## config.mk

```make
export PLATFORM = sky130hd
export DESIGN_NAME = ctx_switch_ctrl
export DESIGN_NICKNAME = d
export VERILOG_FILES = /design/src/rtl/ctx_sw_pkg.sv /design/src/rtl/ctx_ready_track.sv /design/src/rtl/ctx_rr_picker.sv /design/src/rtl/ctx_slice_ctr.sv /design/src/rtl/ctx_switch_ctrl.sv
export SDC_FILE = /design/constraint.sdc
export NUM_CORES = 1
export LEC_CHECK = 0
export BUFFER_PORTS_ARGS = -buffer_cell sky130_fd_sc_hd__buf_2
export CAP_MARGIN = 20
export CORE_ASPECT_RATIO = 0.75
export CORE_MARGIN = 4
export CORE_UTILIZATION = 30
export CTS_CLUSTER_DIAMETER = 100
export DETAILED_ROUTE_END_ITERATION = 12
export SYNTH_ARGS = -nofsm -noshare
export SYNTH_HDL_FRONTEND = slang
export SYNTH_SLANG_ARGS = --single-unit
```

## constraint.sdc

```tcl
create_clock -name clk -period 7.2 [get_ports clk]
set_input_delay 0 -clock clk [delete_from_list [all_inputs] [get_ports clk]]
set_output_delay 0 -clock clk [all_outputs]
set_load 0.02 [all_outputs]
```

## src/rtl/ctx_sw_pkg.sv

```systemverilog
package ctx_sw_pkg;

  typedef enum logic {
    POL_SLICE = 1'b0,
    POL_MISS  = 1'b1
  } sw_policy_e;

  // Position reached by stepping 'step' places round a ring of 'n' slots.
  function automatic int unsigned ring_add(int unsigned base, int unsigned step,
                                           int unsigned n);
    return (base + step) % n;
  endfunction

  // Next value of a down counter that stops at zero, or reload on request.
  function automatic int unsigned down_or_load(int unsigned cur, bit load,
                                               int unsigned load_val);
    if (load)      return load_val;
    if (cur != 0)  return cur - 1;
    return 0;
  endfunction

endpackage

```

## src/rtl/ctx_ready_track.sv

```systemverilog
module ctx_ready_track #(
  parameter int NUM_CTX = 4,
  parameter int TID_W   = 2
) (
  input  logic               clk,
  input  logic               rst_n,
  input  logic               refill_valid,
  input  logic [TID_W-1:0]   refill_tid,
  input  logic               miss_take,
  input  logic [TID_W-1:0]   cur_tid,
  output logic [NUM_CTX-1:0] ready_q,
  output logic [NUM_CTX-1:0] ready_eff
);

  // Refill sets, a taken miss on the owner clears; the clear wins.
  for (genvar g = 0; g < NUM_CTX; g++) begin : g_ctx
    logic wake, sleep;
    assign wake  = refill_valid && (refill_tid == TID_W'(g));
    assign sleep = miss_take && (cur_tid == TID_W'(g));
    assign ready_eff[g] = (ready_q[g] | wake) & ~sleep;

    always_ff @(posedge clk) begin
      if (!rst_n) ready_q[g] <= 1'b1;
      else        ready_q[g] <= ready_eff[g];
    end
  end

endmodule

```

## src/rtl/ctx_rr_picker.sv

```systemverilog
module ctx_rr_picker #(
  parameter int NUM_CTX = 4,
  parameter int TID_W   = 2
) (
  input  logic [NUM_CTX-1:0] ready_eff,
  input  logic [TID_W-1:0]   cur_tid,
  output logic               found,
  output logic [TID_W-1:0]   pick_tid
);
  import ctx_sw_pkg::*;

  // Offsets NUM_CTX down to 1: the smallest offset that is ready wins.
  // Offset NUM_CTX is the current context itself, so it is the last resort.
  always_comb begin
    found    = 1'b0;
    pick_tid = cur_tid;
    for (int k = NUM_CTX; k >= 1; k--) begin
      logic [TID_W-1:0] cand;
      cand = TID_W'(ring_add(32'(cur_tid), k, NUM_CTX));
      if (ready_eff[cand]) begin
        found    = 1'b1;
        pick_tid = cand;
      end
    end
  end

endmodule

```

## src/rtl/ctx_slice_ctr.sv

```systemverilog
module ctx_slice_ctr #(
  parameter int QUANTUM = 16
) (
  input  logic clk,
  input  logic rst_n,
  input  logic clear,
  input  logic count_en,
  output logic at_limit
);
  localparam int CNT_W = $clog2(QUANTUM + 1);

  logic [CNT_W-1:0] cnt_q;

  assign at_limit = (cnt_q == CNT_W'(QUANTUM - 1));

  always_ff @(posedge clk) begin
    if (!rst_n)        cnt_q <= '0;
    else if (clear)    cnt_q <= '0;
    else if (count_en) cnt_q <= cnt_q + 1'b1;
  end

endmodule

```

## src/rtl/ctx_switch_ctrl.sv

```systemverilog
module ctx_switch_ctrl #(
  parameter int NUM_CTX = 4,
  parameter int QUANTUM = 16,
  parameter int PENALTY = 2,
  parameter int TID_W   = $clog2(NUM_CTX)
) (
  input  logic               clk,
  input  logic               rst_n,
  input  logic               policy_sel,
  input  logic               miss_valid,
  input  logic               refill_valid,
  input  logic [TID_W-1:0]   refill_tid,
  output logic [TID_W-1:0]   active_tid,
  output logic               switch_pulse,
  output logic               issue_en,
  output logic [NUM_CTX-1:0] bank_sel
);
  import ctx_sw_pkg::*;

  localparam int PEN_W   = $clog2(PENALTY + 2);
  localparam int PEN_RLD = PENALTY + 1;  // pulse cycle plus penalty cycles

  sw_policy_e           policy;
  logic [TID_W-1:0]     cur_q;
  logic                 pulse_q;
  logic [PEN_W-1:0]     pen_q;
  logic [NUM_CTX-1:0]   ready_q, ready_eff;

  // Named internal events.
  logic                 issuing;
  logic                 miss_take;
  logic                 slice_limit;
  logic                 slice_expire;
  logic                 idle_wait;
  logic                 decide;
  logic                 found;
  logic [TID_W-1:0]     pick_tid;
  logic                 do_switch;

  assign policy       = sw_policy_e'(policy_sel);
  assign issuing      = (pen_q == '0) && ready_q[cur_q];
  assign miss_take    = (policy == POL_MISS) && miss_valid && issuing;
  assign slice_expire = (policy == POL_SLICE) && issuing && slice_limit;
  assign idle_wait    = (pen_q == '0) && !ready_q[cur_q];
  assign decide       = miss_take || slice_expire || idle_wait;
  assign do_switch    = decide && found && (pick_tid != cur_q);

  ctx_ready_track #(.NUM_CTX(NUM_CTX), .TID_W(TID_W)) i_ready (
    .clk          (clk),
    .rst_n        (rst_n),
    .refill_valid (refill_valid),
    .refill_tid   (refill_tid),
    .miss_take    (miss_take),
    .cur_tid      (cur_q),
    .ready_q      (ready_q),
    .ready_eff    (ready_eff)
  );

  ctx_rr_picker #(.NUM_CTX(NUM_CTX), .TID_W(TID_W)) i_pick (
    .ready_eff (ready_eff),
    .cur_tid   (cur_q),
    .found     (found),
    .pick_tid  (pick_tid)
  );

  ctx_slice_ctr #(.QUANTUM(QUANTUM)) i_slice (
    .clk      (clk),
    .rst_n    (rst_n),
    .clear    ((policy == POL_MISS) || do_switch || slice_expire),
    .count_en (issuing),
    .at_limit (slice_limit)
  );

  always_ff @(posedge clk) begin
    if (!rst_n) begin
      cur_q   <= '0;
      pulse_q <= 1'b0;
      pen_q   <= '0;
    end else begin
      if (do_switch) cur_q <= pick_tid;
      pulse_q <= do_switch;
      pen_q   <= PEN_W'(down_or_load(32'(pen_q), do_switch, PEN_RLD));
    end
  end

  assign active_tid   = cur_q;
  assign switch_pulse = pulse_q;
  assign issue_en     = issuing;

  for (genvar b = 0; b < NUM_CTX; b++) begin : g_bank
    assign bank_sel[b] = (cur_q == TID_W'(b));
  end

endmodule

```

==> metrics.txt <==
Total GRT Usage 11.2%; Max Clock Freq 316 MHz; per-cell routed wire length around 14 um; sequential share of power 28.3%; fillcell total 298; critical path, cell by cell or3b_1 -> o22ai_2 -> a31oi_1 -> a22o_1 -> o32ai_1 -> o31a_1; outcome finished, final reports clean; PostCTS Resize Cnt 0; worst min-delay path class in2reg; CTS hold repair buffers 0; number of buffers on the longest clock path 2; number of cell rows 17; share of cells above drive strength 1 22.8%; initial standard-cell utilization of the core 31.5%; required time reported for the critical path endpoint 7.39 ns; number of synthesized flops with an enable pin 0; power after layout roughly 430 uW; multi-input combinational cell area 569 um2; TritonCTS clock tree done; post-detailed-placement cell area 990 um2; wire length of the first global-routing pass between 3000 and 4000 um; Cells after Synth 101; remaining global-route overflow 0; arrival time of the worst setup path about 3.4 ns; relative contribution of the clock network to total power 17.7%; startpoint types flop; most frequent cells in the layout sky130_fd_sc_hd__nand2_1 (17), sky130_fd_sc_hd__dfxtp_1 (14), sky130_fd_sc_hd__buf_2 (14); Max FO, Critical Path 16; highest-delay cell along the critical path sky130_fd_sc_hd__o32ai_1; critical path class reg2reg; area overhead of the layout relative to synthesis 12.1%; crit share post-route a little over two fifths; RSZ-0062 raised after global routing false; number of antenna violations at the first check in global routing 0; post-detailed-route DRC marker count 0; Core Region 0.00296 mm2; Synth Warn # 0; final hold violations 0; clock latency on the worst-skew pair 0.25 ns; register area share after synthesis 30.1%; Int Pwr 235 uW; total number of H-tree levels 1; average via count per standard cell 5.38; Sw Ratio 46.0%; number of buffers added by the clock tree synthesis step 3; FFs w/ async S/R, synth 0%; GP Congestion 0.898; antenna violation net count after detailed routing 0; synthesized area divided by synthesized cell count 9.23 um2; cell chosen for the clock root sky130_fd_sc_hd__clkbuf_8; via count of the first global-routing pass 801; number of setup buffers added after CTS 0; die height 56.3 um; number of diodes added for antenna fixing 0; Post-layout nets 128; wirelength, routed ~2100 um; synthesized area 932 um2; most common library cell in the layout ignoring fill and taps sky130_fd_sc_hd__nand2_1; number of clock sinks seen by CTS 14; number of optimization iterations in the first detailed-route pass 4; number of setup violations in the final report 0; static leakage power 0.443 nW; pin count of the biggest net entering global routing 17; Iter 0 DRT Violations 47; Final Skew 0.00133 ns; Synth cell types 38; power share of the combinational group 54.0%; clock-pin slew reported for the worst setup and hold paths after clock tree synthesis 0.06 ns; power per standard cell area ~420 mW/mm2; top-level I/O count 15; final count of pins violating max slew 0; type of element capturing the critical path flop; most frequently used flop master after synthesis sky130_fd_sc_hd__dfxtp_1; area used by sequential logic in the layout 280 um2; total via count after detailed routing 817; Design Area, Final approximately 0.0010 mm2; sum of negative setup slack 0 ns; measured slew at the worst slew-check pin roughly 0.95 ns; HPWL Detailed 1610 um; count of input and output buffers 14; worst vdd rail ir drop 0.190 mV; Tmin final between 3 and 4 ns; switching power total 200 uW; Yosys reg bits 14; maxcap violations 0; Post-Syn Nets 114; Die Width 72.4 um; Rel. slew slack 36.3%; die area 0.00407 mm2; crit-path max cell delay 0.82 ns
## per-layer routing
layer / GRT usage, % / share of wire [%] / wire length, um / up-vias
met5: 0 / 0 / 0 / -
met4: 3.75 / 0.34 / 7 / 0
met3: 4.65 / 8.1 / 168 / 2
met2: 15.3 / 41 / 855 / 30
met1: 15.5 / 50 / 1050 / 384
li1: - / - / - / 401
## state kept, by name, summed over array words and instances (netlist names)
name / cells
i_slice.cnt_q: 5
i_ready.ready_q: 4
active_tid: 2
pen_q: 2
switch_pulse: 1
## cell usage after synthesis (2+ instances only)
library cell	n	area share [%]
sky130_fd_sc_hd__inv_1	6	2.4
sky130_fd_sc_hd__a31o_2	4	3.8
sky130_fd_sc_hd__nor3_1	4	2.1
sky130_fd_sc_hd__o31a_1	2	1.9
sky130_fd_sc_hd__a31oi_1	8	5.4
sky130_fd_sc_hd__o21ai_0	2	1.1
sky130_fd_sc_hd__nor2_1	2	0.81
sky130_fd_sc_hd__nand3_1	2	1.1
sky130_fd_sc_hd__and3_1	2	1.3
sky130_fd_sc_hd__dfxtp_1	14	30
sky130_fd_sc_hd__buf_6	2	2.4
sky130_fd_sc_hd__ha_1	6	8.1
sky130_fd_sc_hd__nand2_1	17	6.8
sky130_fd_sc_hd__clkbuf_8	2	3.0
sky130_fd_sc_hd__mux2i_1	4	4.3
sky130_fd_sc_hd__xnor2_1	2	1.9
## stage by stage
step           util, %  setup slack, ns  hold WS (ns)  cells
6_report          35.3             4.04        0.0248    152
5_1_grt           35.3             3.85        0.0365    152
4_1_cts           35.3             4.10        0.0211    152
3_5_place_dp      33.5             4.09         0.278    148
3_3_place_gp      33.5             4.25         0.278    148
2_1_floorplan        -             4.45         0.324    101
## worst max-delay path, delay by kind of cell (launching register included)
family / cells / cell delay [ns]
flip-flops: 1 / 0.52
AO/OA/AOI/OAI: 5 / 2.18
AND/OR/NAND/NOR: 1 / 0.41
## final timing paths
| kind | depth (start not counted) | slack, ns | end | start |
|---|---|---|---|---|
| max | 6 | 4.04 | pen_q[1]$_SDFF_PN0_ | active_tid[1]$_SDFFE_PN0P_ |
| min | 2 | 0.02 | i_ready.ready_q[3]$_SDFF_PN1_ | rst_n |
| max reg2reg | 6 | 4.04 | pen_q[1]$_SDFF_PN0_ | active_tid[1]$_SDFFE_PN0P_ |
| min reg2reg | 3 | 0.57 | i_slice.cnt_q[3]$_SDFFE_PP0N_ | i_slice.cnt_q[3]$_SDFFE_PP0N_ |
## logic make-up (layout without fill, tap and decap cells)
kind of cell,Yosys count,after routing,synth area share [%]
simple gates,35,35,19.1
xor+xnor,3,3,2.82
mux,6,6,9.53
flops,14,14,30.1
buf+inv,11,24,8.86
fa+ha+maj,6,6,8.05
compound gates,26,26,21.6
## area by class of cell
class / count / area share, %
Clock buffer: 4 / 5.27
Inverter: 6 / 2.16
Multi-Input combinational cell: 76 / 54.5
Sequential cell: 14 / 26.8
Tap cell: 38 / 4.55
Timing Repair Buffer: 14 / 6.71
## power groups by stage
stage                     clock network, mW  logic [mW]  registers (mW)
final                                0.0771       0.235           0.123
after floorplan                           0       0.201           0.121
after detailed placement                  0       0.233           0.124
after CTS                            0.0789       0.234           0.123
after global routing                 0.0821       0.261           0.127
after global placement                    0       0.230           0.123
Note: power is estimated with default switching activity, not from simulation.
